File: src/rtl/pdo_sel_pkg.sv
// Package: shared type and select-code table for the capability selector.
// Assumes callers truncate the 16-bit table value to their voltage width.
package pdo_sel_pkg;

    typedef enum logic {
        KIND_FIXED = 1'b0,
        KIND_PPS   = 1'b1
    } obj_kind_e;

    // Map the 3-bit select code to a requested voltage in 10 mV units.
    function automatic logic [15:0] code_to_cv(input logic [2:0] code);
        logic [15:0] v;
        case (code)
            3'd0:    v = 16'd500;
            3'd1:    v = 16'd900;
            3'd2:    v = 16'd1500;
            3'd3:    v = 16'd2000;
            3'd4:    v = 16'd430;
            3'd5:    v = 16'd860;
            3'd6:    v = 16'd1290;
            default: v = 16'd1720;
        endcase
        return v;
    endfunction

endpackage

File: src/rtl/pdo_obj_match.sv
// Module: combinational match test for one power object.
// Applies the voltage test and the power test to a Fixed or PPS object.
// Power compares V(10mV)*I(10mA) in 0.1 mW against 10*P(mW), using a full-width product.
// Assumes all inputs are stable within the cycle; has no state.
module pdo_obj_match
    import pdo_sel_pkg::*;
#(
    parameter int VW = 12,
    parameter int CW = 10,
    parameter int PW = 17
) (
    input  obj_kind_e         kind,
    input  logic [VW-1:0]     v_nom,
    input  logic [VW-1:0]     v_min,
    input  logic [VW-1:0]     v_max,
    input  logic [CW-1:0]     curr,
    input  logic [VW-1:0]     tgt_v,
    input  logic              pps_only,
    input  logic [PW-1:0]     req_pw,
    output logic              hit_fix,
    output logic              hit_pps
);
    localparam int PROD_W = VW + CW;
    localparam int NEED_W = PW + 4;
    localparam int CMP_W  = (PROD_W > NEED_W) ? PROD_W : NEED_W;

    logic [CMP_W-1:0] avail;
    logic [CMP_W-1:0] need;
    logic             pwr_ok;
    logic             in_window;

    // Compute available and needed power on a common width.
    always_comb begin
        avail  = CMP_W'(v_nom) * CMP_W'(curr);
        need   = CMP_W'(req_pw) * CMP_W'(10);
        pwr_ok = (avail >= need);
    end

    // Apply the per-kind voltage test, then gate with the power test.
    always_comb begin
        in_window = (v_min <= tgt_v) && (tgt_v <= v_max);
        hit_fix   = (kind == KIND_FIXED) && !pps_only && (v_nom == tgt_v) && pwr_ok;
        hit_pps   = (kind == KIND_PPS) && in_window && pwr_ok;
    end

endmodule

File: src/rtl/pdo_best_track.sv
// Module: running best-candidate tracker for one object list.
// Keeps the best PPS candidate (lowest nominal voltage, earliest on equal values),
// the first Fixed candidate, the first object's voltage and an object count.
// Exposes the outcome that includes the current object, so the final object
// needs no extra cycle. State clears when a list ends.
// Assumes hit inputs belong to the object presented this cycle.
module pdo_best_track #(
    parameter int VW      = 12,
    parameter int MAX_OBJ = 7,
    parameter int IDX_W   = (MAX_OBJ > 1) ? $clog2(MAX_OBJ) : 1,
    parameter int CNT_W   = $clog2(MAX_OBJ + 1)
) (
    input  logic              clk,
    input  logic              rst_n,
    input  logic              take,
    input  logic              last,
    input  logic              hit_fix,
    input  logic              hit_pps,
    input  logic [VW-1:0]     v_nom,
    output logic              fin_match,
    output logic [IDX_W-1:0]  fin_idx,
    output logic [VW-1:0]     fin_first_v
);
    logic [CNT_W-1:0] cnt,      n_cnt;
    logic             pps_have, n_pps_have;
    logic [IDX_W-1:0] pps_idx,  n_pps_idx;
    logic [VW-1:0]    pps_v,    n_pps_v;
    logic             fix_have, n_fix_have;
    logic [IDX_W-1:0] fix_idx,  n_fix_idx;
    logic [VW-1:0]    first_v,  n_first_v;
    logic             in_cap;

    // Fold the current object into the running candidates.
    always_comb begin
        n_cnt      = cnt;
        n_pps_have = pps_have;
        n_pps_idx  = pps_idx;
        n_pps_v    = pps_v;
        n_fix_have = fix_have;
        n_fix_idx  = fix_idx;
        n_first_v  = first_v;
        in_cap     = (cnt < CNT_W'(MAX_OBJ));
        if (take && in_cap) begin
            if (cnt == '0) begin
                n_first_v = v_nom;
            end
            if (hit_pps && (!pps_have || (v_nom < pps_v))) begin
                n_pps_have = 1'b1;
                n_pps_idx  = IDX_W'(cnt);
                n_pps_v    = v_nom;
            end
            if (hit_fix && !fix_have) begin
                n_fix_have = 1'b1;
                n_fix_idx  = IDX_W'(cnt);
            end
            n_cnt = cnt + 1'b1;
        end
    end

    // Resolve priority: PPS first, then Fixed, else fallback index 0.
    always_comb begin
        fin_match   = n_pps_have || n_fix_have;
        fin_first_v = n_first_v;
        if (n_pps_have) begin
            fin_idx = n_pps_idx;
        end else if (n_fix_have) begin
            fin_idx = n_fix_idx;
        end else begin
            fin_idx = '0;
        end
    end

    // Hold the running candidates; clear them at the end of each list.
    always_ff @(posedge clk) begin
        if (!rst_n || (take && last)) begin
            cnt      <= '0;
            pps_have <= 1'b0;
            pps_idx  <= '0;
            pps_v    <= '0;
            fix_have <= 1'b0;
            fix_idx  <= '0;
            first_v  <= '0;
        end else begin
            cnt      <= n_cnt;
            pps_have <= n_pps_have;
            pps_idx  <= n_pps_idx;
            pps_v    <= n_pps_v;
            fix_have <= n_fix_have;
            fix_idx  <= n_fix_idx;
            first_v  <= n_first_v;
        end
    end

endmodule

File: src/rtl/pdo_cap_select.sv
// Module: top of the source capability selector.
// Decodes the select code, tests each streamed object and tracks the best one.
// Registers the result one cycle after the last object.
// Assumes sel_code and req_pw are stable for the duration of a list.
module pdo_cap_select
    import pdo_sel_pkg::*;
#(
    parameter int VW      = 12,
    parameter int CW      = 10,
    parameter int PW      = 17,
    parameter int MAX_OBJ = 7,
    parameter int IDX_W   = (MAX_OBJ > 1) ? $clog2(MAX_OBJ) : 1
) (
    input  logic              clk,
    input  logic              rst_n,
    input  logic [2:0]        sel_code,
    input  logic [PW-1:0]     req_pw,
    input  logic              obj_valid,
    input  logic              obj_last,
    input  logic              obj_is_pps,
    input  logic [VW-1:0]     obj_v_nom,
    input  logic [VW-1:0]     obj_v_min,
    input  logic [VW-1:0]     obj_v_max,
    input  logic [CW-1:0]     obj_curr,
    output logic              res_valid,
    output logic              res_match,
    output logic [IDX_W-1:0]  res_idx,
    output logic [VW-1:0]     res_volt
);
    logic [VW-1:0]    tgt_v;
    logic             pps_only;
    logic             hit_fix;
    logic             hit_pps;
    logic             fin_match;
    logic [IDX_W-1:0] fin_idx;
    logic [VW-1:0]    fin_first_v;
    logic             list_end;

    // Decode the requested voltage and the PPS-only restriction.
    always_comb begin
        tgt_v    = VW'(code_to_cv(sel_code));
        pps_only = sel_code[2];
        list_end = obj_valid && obj_last;
    end

    pdo_obj_match #(.VW(VW), .CW(CW), .PW(PW)) u_match (
        .kind     (obj_kind_e'(obj_is_pps)),
        .v_nom    (obj_v_nom),
        .v_min    (obj_v_min),
        .v_max    (obj_v_max),
        .curr     (obj_curr),
        .tgt_v    (tgt_v),
        .pps_only (pps_only),
        .req_pw   (req_pw),
        .hit_fix  (hit_fix),
        .hit_pps  (hit_pps)
    );

    pdo_best_track #(.VW(VW), .MAX_OBJ(MAX_OBJ), .IDX_W(IDX_W)) u_track (
        .clk         (clk),
        .rst_n       (rst_n),
        .take        (obj_valid),
        .last        (obj_last),
        .hit_fix     (hit_fix),
        .hit_pps     (hit_pps),
        .v_nom       (obj_v_nom),
        .fin_match   (fin_match),
        .fin_idx     (fin_idx),
        .fin_first_v (fin_first_v)
    );

    // Register the outcome at list end; fields hold otherwise.
    always_ff @(posedge clk) begin
        if (!rst_n) begin
            res_valid <= 1'b0;
            res_match <= 1'b0;
            res_idx   <= '0;
            res_volt  <= '0;
        end else begin
            res_valid <= list_end;
            if (list_end) begin
                res_match <= fin_match;
                res_idx   <= fin_idx;
                res_volt  <= fin_match ? tgt_v : fin_first_v;
            end
        end
    end

endmodule

File: config.mk
export PLATFORM = sky130hd
export DESIGN_NAME = pdo_cap_select
export DESIGN_NICKNAME = d
export VERILOG_FILES = /design/src/rtl/pdo_sel_pkg.sv /design/src/rtl/pdo_obj_match.sv /design/src/rtl/pdo_best_track.sv /design/src/rtl/pdo_cap_select.sv
export SDC_FILE = /design/constraint.sdc
export NUM_CORES = 1
export LEC_CHECK = 0
export BUFFER_PORTS_ARGS = -buffer_cell sky130_fd_sc_hd__buf_2
export CORE_MARGIN = 1.5
export CORE_UTILIZATION = 66
export DETAILED_ROUTE_END_ITERATION = 6
export PLACE_DENSITY = 0.95
export SLEW_MARGIN = 10
export SYNTH_ARGS = -nofsm -noshare
export SYNTH_HDL_FRONTEND = slang
export SYNTH_SLANG_ARGS = --single-unit
File: constraint.sdc
create_clock -name clk -period 14.13 [get_ports clk]
set_clock_uncertainty 0.2 [all_clocks]
set_input_delay 2.826 -clock clk [delete_from_list [all_inputs] [get_ports clk]]
set_output_delay 2.826 -clock clk [all_outputs]
set_load 0.05 [all_outputs]
==> summary.md <==
| Metric | Value |
|---|---|
| Reg power frac | 11.1% |
| Syn Std Cell Area | 8317 sq um |
| HP Class | flop to flop |
| TritonCTS clock tree | built |
| Synth top cells by count | ha_1 (140), inv_1 (126), nand2_1 (80) |
| Cell variety after synth | 69 |
| Worst VDD drop | 0.1422 mV |
| Primary FF master, synth | dfxtp_1 |
| Die area | 13280 sq um |
| Clock-pin slew on the worst setup and hold paths | 0.08 ns |
| Layout cells sized above 1 | 12.17% |
| Final hold slack | 0.2701 ns |
| Remaining DRCs | 0 |
| Slew margin rel. | 20.02% |
| Hold Path Origin | res_volt[4] |
| Min setup slack post-route | 3.873 ns |
| EDFF count, synth | 0 |
| Reg2reg start | u_track.pps_v[5] |
| Worst EP arrival | 10.20 ns |
| Pint | 706.5 uW |
| Utilization after layout | 73.58% |
| HPWL Detailed | 15920 microns |
| Post-CTS Setup Inserts | 0 |
| Comb pwr share | 80.1% |
| I/O pins | 88 |
| Rows | 40 |
| Endpoint type of the worst setup path | flop |
| Std-Cell Core Area | 12160 sq um |
| Clk Latency, worst-skew pair | 0.30 ns |
| # resized after CTS | 0 |
| Sw Share | 50.68% |
| Fillers | 806 |
| Overall Global Routing Usage | 32.15% |
| Number of global-route vias before repair | 7378 |
| RSZ-0062 raised after global routing | false |
| Final period utilization | 72.59% |
| Worst-Margin Slew | 1.184 ns |
| Pwr per Cell Area | 160.1 nW/um^2 |
| Port Buffer Count | 87 |
| Slew Viols, Final | 0 |
| Drt first pass iters | 7 |
| Post-Synthesis Net Count | 1245 |
| Detailed Route WL | 20580 microns |
| Total gr overflow | 0 |
| Endpoints failing hold | 0 |
| Kind of critical path | input pin to flop |
| Wire per inst | 17.45 microns |
| Vias per cell | 6.159 |
| First-pass GRT wire length | 34290 microns |
| Clock power share | 8.9% |
| Status | completed |
| CP Data Required Time | 14.08 ns |
| Ant. Diodes | 0 |
| LEAKAGE | 4.522 nW |
| CTS root buffer | clkbuf_16 |
| Origin of the worst setup path | obj_v_nom[4] |
| Place WS | 3.757 ns |
| Critical-path maximum fanout | 17 |
| Largest net degree at the start of global routing | 30 |
| RePlAce Congestion | 0.9011 |
| Crit path time final | 10.26 ns |
| Setup TNS | 0 ns |
| Count leader, synth | ha_1 |
| Area contributors post-synth | ha_1 (21%), fa_1 (19%), dfxtp_1 (13%) |
| Initial drt markers | 612 |
| Clock Tree Buf Depth | 2 |
| Starting Density | 68.38% |
| # H-tree levels | 2 |
| Synth warnings | 0 |
| R2R depth | 9 |
| Reg area | 1041 sq um |
| Nets | 1300 |
| Net Sw Power | 726.0 uW |
| CTS Buf Count | 5 |
| Synthesis-to-layout area growth | 7.597% |
| Post-route ant nets | 0 |
| Die width | 115.3 microns |
| Worst setup SP type | input pin |
| Vias | 7261 |
| Initial antenna violation count | 0 |
| Die H | 115.3 microns |
| Post-Syn Instances | 955 |
| Fraction of registers with async set/reset | 0% |
| Top-area cell type share of the netlist area | 21.06% |
| Area leader, netlist | ha_1 |
| Post-CTS Hold Buffers | 0 |
| MaxCap Viol Count | 0 |
| Multi-input gate area in the final layout | 6639 sq um |
| TritonCTS Sinks | 52 |
| Hold path cells | 1 |
| FMAX | 97.50 MHz |
| Synth Register Bits | 52 |
| Syn avg cell area | 8.709 sq um |
| Total power | 1.433 mW |
| Sequential area share after synthesis | 12.52% |
| Endpoints failing setup | 0 |
-- state kept, by name, summed over array words and instances (netlist names), 3 cells and up --
register         cells
u_track.cnt          3
u_track.pps_v       12
u_track.pps_idx      3
res_idx              3
res_volt            12
u_track.first_v     12
u_track.fix_idx      3
-- per-stage QoR --
step                      instance area [sq um]  std cells
after floorplan                            8317        955
after global placement                     8798       1171
after detailed placement                   8798       1171
after CTS                                  8949       1179
after global routing                       8949       1179
final                                      8949       1179
-- power groups by stage --
stage	clock network [mW]	registers, mW	logic, mW
global placement	0	0.161	1.05
global route	0.132	0.159	1.29
detailed placement	0	0.161	1.12
CTS	0.126	0.158	1.13
finish	0.127	0.158	1.15
floorplan	0	0.170	0.857
-- worst paths after layout --
kind              slack [ns]          endpoint
setup / recovery        3.87  u_track.pps_v[7]
hold / removal          0.27       res_volt[4]
setup reg to reg       10.79        res_idx[0]
hold reg to reg         0.27       res_volt[4]
-- cell type report --
cell class	instances	share of cell area, %
inverter	126	5.285
tap	168	2.349
multi-input combinational	738	74.19
clock inverter	3	0.2796
timing repair buffer	87	4.866
clock buffer	5	1.398
sequential	52	11.63
-- worst max-delay path: stages --
cell	delay, ns
buf_2	0.32
and2_1	0.26
fa_1	0.44
fa_1	0.49
fa_1	0.53
fa_1	0.62
inv_1	0.09
fa_1	0.55
inv_1	0.05
ha_1	0.38
a21oi_2	0.20
nor2_1	0.08
o21ai_1	0.25
a31oi_4	0.18
a21o_2	0.24
a21oi_1	0.17
xnor2_1	0.09
ha_1	0.30
o21a_1	0.11
o21ai_0	0.08
or3_1	0.39
o21ai_0	0.41
a2111o_1	0.29
nand3_2	0.41
mux2i_1	0.36
nor2_1	0.07
-- cells in the final DEF, fill, tap and decap left out, drive strengths merged, types with 4 or more instances in the layout --
cell,n
a211o,4
a211oi,10
a21o,9
a21oi,40
a311oi,6
a31oi,12
a32o,9
and2,78
and3,5
buf,87
clkbuf,5
dfxtp,52
fa,79
ha,140
inv,128
mux2i,26
nand2,80
nand3,26
nor2,45
nor2b,7
nor3,8
nor4,4
o211ai,12
o21a,12
o21ai,33
o21bai,4
o31ai,4
or2,7
or3,4
xnor2,23
xor2,14
-- cell families (layout without fill, tap and decap cells) --
| family | Yosys count | in the layout | share of synthesized area, % |
|---|---|---|---|
| muxes | 27 | 27 | 3.265 |
| DFF | 52 | 52 | 12.52 |
| and+or+nand+nor | 282 | 282 | 17.33 |
| xor gates and xnor gates | 37 | 37 | 3.987 |
| adders and majority gates | 219 | 219 | 40.08 |
| AOI/OAI and AO/OA | 173 | 173 | 15.16 |
| buffers and inverters | 165 | 221 | 7.657 |
-- routing by layer --
layer  vias up  share of wire, %  global-route usage (%)
met2       426                47                   53.41
li1       3343                 -                       -
met1      3413                40                   40.31
met4         0               3.3                   13.00
met3        79               9.6                   7.907
met5         -                 0                       0
No activity file was read; power rests on OpenSTA's default activity.
